$ cat src/rtl/i2c_eep_pkg.sv
package i2c_eep_pkg;
   localparam int BYTE_W    = 8;
   localparam int BIT_CNT_W = 4;

   typedef enum logic [2:0] {
      ST_IDLE,
      ST_DEV,
      ST_WADDR,
      ST_WDATA,
      ST_RDATA
   } eep_state_e;
endpackage

$ cat src/rtl/i2c_glitch_filter.sv
module i2c_glitch_filter #(
   parameter int SYNC_STAGES = 2,
   parameter int FILT_CYCLES = 12
) (
   input  logic clk,
   input  logic rst_n,
   input  logic din,
   output logic dout
);
   localparam int CNT_W = $clog2(FILT_CYCLES + 1);

   logic [SYNC_STAGES-1:0] sync_q;
   logic                   synced;

   always_ff @(posedge clk or negedge rst_n) begin
      if (!rst_n) sync_q <= '1;
      else        sync_q <= {sync_q[SYNC_STAGES-2:0], din};
   end
   assign synced = sync_q[SYNC_STAGES-1];

   generate
      if (FILT_CYCLES <= 1) begin : g_nofilt
         assign dout = synced;
      end else begin : g_stable
         logic [CNT_W-1:0] cnt_q;
         logic             out_q;
         always_ff @(posedge clk or negedge rst_n) begin
            if (!rst_n) begin
               cnt_q <= '0;
               out_q <= 1'b1;
            end else if (synced == out_q) begin
               cnt_q <= '0;
            end else if (cnt_q == CNT_W'(FILT_CYCLES - 1)) begin
               out_q <= synced;
               cnt_q <= '0;
            end else begin
               cnt_q <= cnt_q + CNT_W'(1);
            end
         end
         assign dout = out_q;
      end
   endgenerate
endmodule

$ cat src/rtl/i2c_cond_detect.sv
module i2c_cond_detect (
   input  logic clk,
   input  logic rst_n,
   input  logic scl_f,
   input  logic sda_f,
   output logic scl_rise,
   output logic scl_fall,
   output logic start_ev,
   output logic stop_ev
);
   logic scl_q, sda_q;

   always_ff @(posedge clk or negedge rst_n) begin
      if (!rst_n) begin
         scl_q <= 1'b1;
         sda_q <= 1'b1;
      end else begin
         scl_q <= scl_f;
         sda_q <= sda_f;
      end
   end

   assign scl_rise = scl_f & ~scl_q;
   assign scl_fall = ~scl_f & scl_q;
   assign start_ev = scl_f & scl_q & sda_q & ~sda_f;
   assign stop_ev  = scl_f & scl_q & ~sda_q & sda_f;
endmodule

$ cat src/rtl/i2c_eep_ctrl.sv
module i2c_eep_ctrl
   import i2c_eep_pkg::*;
#(
   parameter logic [6:0] DEV_ADDR = 7'b1010000,
   parameter int         ADDR_W   = 8,
   parameter int         PAGE_W   = 4
) (
   input  logic              clk,
   input  logic              rst_n,
   input  logic              scl_rise,
   input  logic              scl_fall,
   input  logic              start_ev,
   input  logic              stop_ev,
   input  logic              sda_smp,
   input  logic              wp_i,
   input  logic              busy_i,
   input  logic [BYTE_W-1:0] rdata_i,
   output logic              drive_low_o,
   output logic [ADDR_W-1:0] addr_o,
   output logic              load_o,
   output logic [ADDR_W-1:0] load_addr_o,
   output logic [BYTE_W-1:0] load_data_o,
   output logic              commit_o
);
   localparam logic [BIT_CNT_W-1:0] ACK_SLOT = BIT_CNT_W'(8);
   localparam logic [BIT_CNT_W-1:0] ACK_END  = BIT_CNT_W'(9);

   eep_state_e           state;
   logic [BIT_CNT_W-1:0] bit_cnt;
   logic [BYTE_W-1:0]    sh, tx;
   logic [ADDR_W-1:0]    addr;
   logic                 rw, mack, wp_lat, wr_pend;

   function automatic logic [ADDR_W-1:0] page_next(input logic [ADDR_W-1:0] a);
      logic [ADDR_W-1:0] r;
      r = a;
      r[PAGE_W-1:0] = a[PAGE_W-1:0] + PAGE_W'(1);
      return r;
   endfunction

   always_ff @(posedge clk or negedge rst_n) begin
      if (!rst_n) begin
         state       <= ST_IDLE;
         bit_cnt     <= '0;
         sh          <= '0;
         tx          <= '0;
         addr        <= '0;
         rw          <= 1'b0;
         mack        <= 1'b0;
         wp_lat      <= 1'b0;
         wr_pend     <= 1'b0;
         drive_low_o <= 1'b0;
         load_o      <= 1'b0;
         load_addr_o <= '0;
         load_data_o <= '0;
         commit_o    <= 1'b0;
      end else begin
         load_o   <= 1'b0;
         commit_o <= 1'b0;
         if (start_ev) begin
            state       <= ST_DEV;
            bit_cnt     <= '0;
            drive_low_o <= 1'b0;
            wr_pend     <= 1'b0;
         end else if (stop_ev) begin
            state       <= ST_IDLE;
            bit_cnt     <= '0;
            drive_low_o <= 1'b0;
            commit_o    <= wr_pend;
            wr_pend     <= 1'b0;
         end else if (state != ST_IDLE) begin
            if (scl_rise) begin
               if (bit_cnt < ACK_SLOT) sh <= {sh[BYTE_W-2:0], sda_smp};
               if (bit_cnt == ACK_SLOT) mack <= ~sda_smp;
               if (bit_cnt < ACK_END) bit_cnt <= bit_cnt + BIT_CNT_W'(1);
            end else if (scl_fall) begin
               if (bit_cnt == ACK_SLOT) begin
                  case (state)
                     ST_DEV: begin
                        if (sh[7:1] == DEV_ADDR && !busy_i) begin
                           drive_low_o <= 1'b1;
                           rw          <= sh[0];
                        end else begin
                           state <= ST_IDLE;
                        end
                     end
                     ST_WADDR: begin
                        addr        <= sh[ADDR_W-1:0];
                        drive_low_o <= 1'b1;
                     end
                     ST_WDATA: begin
                        if (wp_lat) begin
                           state <= ST_IDLE;
                        end else begin
                           drive_low_o <= 1'b1;
                           load_o      <= 1'b1;
                           load_addr_o <= addr;
                           load_data_o <= sh;
                           addr        <= page_next(addr);
                           wr_pend     <= 1'b1;
                        end
                     end
                     default: drive_low_o <= 1'b0;
                  endcase
               end else if (bit_cnt == ACK_END) begin
                  bit_cnt     <= '0;
                  drive_low_o <= 1'b0;
                  case (state)
                     ST_DEV: begin
                        if (rw) begin
                           state       <= ST_RDATA;
                           tx          <= rdata_i;
                           drive_low_o <= ~rdata_i[BYTE_W-1];
                           addr        <= addr + ADDR_W'(1);
                        end else begin
                           state <= ST_WADDR;
                        end
                     end
                     ST_WADDR: begin
                        state  <= ST_WDATA;
                        wp_lat <= wp_i;
                     end
                     ST_RDATA: begin
                        if (mack) begin
                           tx          <= rdata_i;
                           drive_low_o <= ~rdata_i[BYTE_W-1];
                           addr        <= addr + ADDR_W'(1);
                        end else begin
                           state <= ST_IDLE;
                        end
                     end
                     default: ;
                  endcase
               end else if (state == ST_RDATA && bit_cnt != '0) begin
                  drive_low_o <= ~tx[3'd7 - bit_cnt[2:0]];
               end
            end
         end
      end
   end

   assign addr_o = addr;
endmodule

$ cat src/rtl/i2c_eep_slave.sv
module i2c_eep_slave
   import i2c_eep_pkg::*;
#(
   parameter int         SYNC_STAGES = 2,
   parameter int         FILT_CYCLES = 12,
   parameter logic [6:0] DEV_ADDR    = 7'b1010000,
   parameter int         ADDR_W      = 8,
   parameter int         PAGE_W      = 4
) (
   input  logic              clk,
   input  logic              rst_n,
   input  logic              scl_i,
   input  logic              sda_i,
   output logic              sda_drive_low_o,
   input  logic              wp_i,
   input  logic              busy_i,
   output logic [ADDR_W-1:0] mem_addr_o,
   input  logic [7:0]        mem_rdata_i,
   output logic              load_o,
   output logic [ADDR_W-1:0] load_addr_o,
   output logic [7:0]        load_data_o,
   output logic              commit_o
);
   localparam int LINES = 2;

   generate
      if (SYNC_STAGES < 2) begin : g_bad_sync
         $error("SYNC_STAGES must be at least 2");
      end
      if (ADDR_W < 1 || ADDR_W > BYTE_W) begin : g_bad_addr
         $error("ADDR_W must lie in 1..8");
      end
      if (PAGE_W < 1 || PAGE_W >= ADDR_W) begin : g_bad_page
         $error("PAGE_W must lie in 1..ADDR_W-1");
      end
   endgenerate

   logic [LINES-1:0] raw, filt;
   logic scl_f, sda_f, scl_rise, scl_fall, start_ev, stop_ev;

   assign raw = {sda_i, scl_i};

   generate
      for (genvar g = 0; g < LINES; g++) begin : g_line
         i2c_glitch_filter #(
            .SYNC_STAGES(SYNC_STAGES),
            .FILT_CYCLES(FILT_CYCLES)
         ) u_filt (
            .clk  (clk),
            .rst_n(rst_n),
            .din  (raw[g]),
            .dout (filt[g])
         );
      end
   endgenerate

   assign scl_f = filt[0];
   assign sda_f = filt[1];

   i2c_cond_detect u_cond (
      .clk     (clk),
      .rst_n   (rst_n),
      .scl_f   (scl_f),
      .sda_f   (sda_f),
      .scl_rise(scl_rise),
      .scl_fall(scl_fall),
      .start_ev(start_ev),
      .stop_ev (stop_ev)
   );

   i2c_eep_ctrl #(
      .DEV_ADDR(DEV_ADDR),
      .ADDR_W  (ADDR_W),
      .PAGE_W  (PAGE_W)
   ) u_ctrl (
      .clk        (clk),
      .rst_n      (rst_n),
      .scl_rise   (scl_rise),
      .scl_fall   (scl_fall),
      .start_ev   (start_ev),
      .stop_ev    (stop_ev),
      .sda_smp    (sda_f),
      .wp_i       (wp_i),
      .busy_i     (busy_i),
      .rdata_i    (mem_rdata_i),
      .drive_low_o(sda_drive_low_o),
      .addr_o     (mem_addr_o),
      .load_o     (load_o),
      .load_addr_o(load_addr_o),
      .load_data_o(load_data_o),
      .commit_o   (commit_o)
   );
endmodule

$ cat config.mk
export PLATFORM = sky130hd
export DESIGN_NAME = i2c_eep_slave
export DESIGN_NICKNAME = d
export VERILOG_FILES = /design/src/rtl/i2c_eep_pkg.sv /design/src/rtl/i2c_glitch_filter.sv /design/src/rtl/i2c_cond_detect.sv /design/src/rtl/i2c_eep_ctrl.sv /design/src/rtl/i2c_eep_slave.sv
export SDC_FILE = /design/constraint.sdc
export NUM_CORES = 1
export LEC_CHECK = 0
export BUFFER_PORTS_ARGS = -buffer_cell sky130_fd_sc_hd__buf_2
export CELL_PAD_IN_SITES_DETAIL_PLACEMENT = 1
export CELL_PAD_IN_SITES_GLOBAL_PLACEMENT = 2
export CORE_MARGIN = 2
export CORE_UTILIZATION = 39
export DETAILED_ROUTE_END_ITERATION = 16
export GPL_ROUTABILITY_DRIVEN = 0
export PLACE_DENSITY = 0.78
export REMOVE_ABC_BUFFERS = 1
export SYNTH_ARGS = -nofsm -noshare
export SYNTH_HDL_FRONTEND = slang
export SYNTH_SLANG_ARGS = --single-unit
$ cat constraint.sdc
create_clock -name clk -period 3.1 [get_ports clk]
set_input_delay 0.62 -clock clk [delete_from_list [all_inputs] [get_ports clk]]
set_output_delay 0.62 -clock clk [all_outputs]
set_load 0.1 [all_outputs]
==> impl_metrics.py <==
metrics = {
    "clock_network": {
        "cts_setup_buffers": 0,
        "cts_hold_buffers": 0,
        "clkSinkCount": 70,
        "insertion_delay_ns": 0.34,
        "clockBufferDepth": 2,
        "post_cts_resized": 0,
        "h-tree-depth": 3,
        "clockRootBuffer": "clkbuf_8",
        "numCtsBuffers": 9,
        "tritoncts": "yes",
        "clk_pin_slew_ns": 0.08,
    },
    "global_routing": {
        "grt_pass1_wl_mm": 13.6,
        "first_global_vias": 2721,
        "antenna_found_initial": 0,
        "grt_most_used_layer": "met2",
        "grt_start_max_net_pins": 41,
        "grt-ovfl-total": 0,
        "use_met1_pct": 22.2,
        "grtUsageMet2_pct": 29.7,
        "grt_util_met3_pct": 3.58,
        "grtUsageTotal_pct": 17.4,
    },
    "route": {
        "drc_errors": 0,
        "vias": 2508,
        "wl_per_cell_um": 17.3,
        "drt_wl_total_mm": 7.87,
        "firstDrtPassIters": 4,
        "vias_per_cell": 5.50,
        "postRouteAntennaNets": 0,
        "dr.first_iter.drc_count": 110,
    },
    "sta": {
        "tightest_slew_ns": 0.736,
        "max_freq_mhz": 435,
        "rsz0062_at_grt": "no",
        "final_max_slew_viol_count": 0,
        "finalHoldViolCount": 0,
        "setup_ws_ns": 0.801,
        "maxSlewHeadroom_pct": 50.9,
        "holdWs_ns": 0.327,
        "period_minus_slack_ns": 2.30,
        "tns_ns": 0,
        "report.final.setup_viol": 0,
        "period_share_pct": 74.2,
        "fin_skew_ns": 0.00656,
    },
    "placement": {
        "dpl-instance-area_um2": 3830,
        "port_buffers": 40,
        "hpwlAfterDp_mm": 5.46,
        "dpl.cell_count": 440,
        "dp_worst_setup_slack_ns": 0.835,
    },
    "cells_and_area": {
        "final_area_um2": 4030,
        "n_antenna_cell": 0,
        "utilization_pct": 46.0,
        "drive_above_1_share_pct": 35.1,
        "layout.nets": 366,
        "final_cells": 456,
        "area_delta_synth_final_pct": 13.3,
    },
    "synthesis": {
        "syn_inst": 300,
        "synthArstFlopShare_pct": 100,
        "synth-edff-count": 0,
        "ys_types": 62,
        "syn_area_um2": 3560,
        "yosys_warnings": 0,
        "ys_seq_elements": 70,
        "seq_area_frac_synth_pct": 49.5,
        "ys.flop_type": "dfrtp_1",
        "avgSynthCellArea_um2": 11.9,
    },
    "floorplan": {
        "start_util_pct": 40.6,
        "rows": 34,
        "die_w_um": 99.5,
        "die_area_um2": 9900,
        "die_y_um": 99.5,
        "io_pins": 41,
        "core_area_um2": 8760,
    },
    "power_and_ir_drop": {
        "netSwitchingFraction_pct": 23.7,
        "ir_drop_uv": 230,
        "p_per_area_nw_per_um2": 433,
        "power_frac_seq_pct": 54.0,
        "comb_power_share_pct": 3.3,
        "p_leak_nw": 1.91,
        "power_mw": 1.74,
        "p_sw_mw": 0.414,
        "p_clk_share_pct": 42.7,
        "p_int_mw": 1.33,
    },
    "worst_setup_path": {
        "slowest_stage": "dfstp_2",
        "worstSetupStartpointType": "register",
        "worstPathMaxFanout": 9,
        "end_kind": "register",
        "crit_start": "u_cond.scl_q",
        "cp_data_arrival_time_ns": 2.54,
        "cp.required_ns": 3.34,
        "worstPathCellList": "inv_1, ha_1, and2b_1, nand2_1, nor3_1, o21ai_0, a32o_1",
        "slowest_delay_ns": 0.55,
        "reg2reg_from": "u_cond.scl_q",
        "setup.worst_path.class": "register to register",
    },
    "hold_path": {
        "min_path_type": "input port to async pin",
    },
    "run_status": {
        "outcome": "finished clean",
    },
    "run": {
        "drv_cap": 0,
    },
}
metal layers:
| metal | wire length, um | vias up | share of wire (%) |
|---|---|---|---|
| li1 | - | 1184 | - |
| met1 | 3570 | 1273 | 45 |
| met2 | 3960 | 43 | 50 |
| met3 | 252 | 8 | 3.2 |
| met4 | 88 | 0 | 1.1 |
| met5 | 0 | - | 0 |
logic make-up after synthesis:
logic type	synth area share (%)
AOI/OAI and AO/OA	10.2
muxes	15.4
adders and majority gates	3.17
xor gates and xnor gates	0.985
buffers and inverters	3.69
and+or+nand+nor	17.0
DFF	49.5
placed cells by master, fill, tap and decap left out, types with 3 or more instances in the layout:
master	count
dfrtp_1	62
buf_2	40
mux2_2	27
nand2_1	26
a21oi_1	25
nor2_1	13
nand3_1	9
ha_1	9
clkbuf_8	9
inv_1	8
mux2i_1	8
mux2_4	8
dfstp_2	8
nor2b_1	6
nor3b_1	6
nor3_1	6
o21ai_0	6
xnor2_1	3
and3_1	3
nand2b_1	3
o31ai_1	3
buf_4	3
synth_stat cells (all sizes together), types with 8 or more instances:
| cell | instances | share of area, % |
|---|---|---|
| dfrtp | 62 | 44 |
| inv | 8 | 0.84 |
| a21oi | 25 | 3.5 |
| nor3 | 8 | 1.8 |
| nand3 | 11 | 2.0 |
| buf | 11 | 2.7 |
| nor2 | 13 | 1.4 |
| nand2 | 26 | 2.7 |
| mux2 | 35 | 12 |
| mux2i | 8 | 2.3 |
| dfstp | 8 | 5.9 |
| ha | 9 | 3.2 |
registers in the layout (all words and copies together), names as in the netlist, 3 cells and up:
| name | flops |
|---|---|
| u_ctrl.addr_o | 8 |
| u_ctrl.bit_cnt | 4 |
| u_ctrl.load_data_o | 8 |
| g_line.u_filt.sync_q | 4 |
| u_ctrl.sh | 8 |
| u_ctrl.state | 3 |
| u_ctrl.load_addr_o | 8 |
| g_line.u_filt.g_stable.cnt_q | 8 |
| u_ctrl.tx | 8 |
power by group through the flow:
stage / combinational, mW / clock (mW) / sequential (mW)
floorplan: 0.0256 / 0 / 0.956
global placement: 0.0588 / 0 / 0.958
detailed placement: 0.0603 / 0 / 0.960
CTS: 0.0609 / 0.766 / 0.942
global route: 0.0682 / 0.816 / 0.944
finish: 0.0584 / 0.744 / 0.942
worst paths after layout:
| kind | to | slack (ns) | cells after the start |
|---|---|---|---|
| worst max-delay path | u_ctrl.state[1] | 0.80 | 7 |
| worst min-delay path | u_ctrl.load_addr_o[2] | 0.33 | 1 |
| worst max register to register | u_ctrl.state[1] | 0.80 | 7 |
| worst min register to register | g_line[1].u_filt.sync_q[1] | 0.36 | 0 |
| max in group asynchronous | g_line[1].u_filt.sync_q[1] | 2.04 | 2 |
| min in group clk | g_line[1].u_filt.sync_q[1] | 0.36 | 0 |
worst max-delay path: cells and delay by family (launching register included):
| kind | cells | cell delay [ns] |
|---|---|---|
| AOI/OAI and AO/OA | 2 | 0.44 |
| adders and majority gates | 1 | 0.27 |
| buffers and inverters | 1 | 0.04 |
| DFF | 1 | 0.55 |
| and+or+nand+nor | 3 | 0.90 |
layout make-up:
class / count / area, um^2
multi-input cells: 210 / 1660
fillers: 953 / 4730
well taps: 108 / 135
inverters: 8 / 30.0
clock inverters: 7 / 73.8
flip-flops and latches: 70 / 1760
repair buffers: 44 / 243
clock buffers: 9 / 124
(Power assumes the default switching activity.)
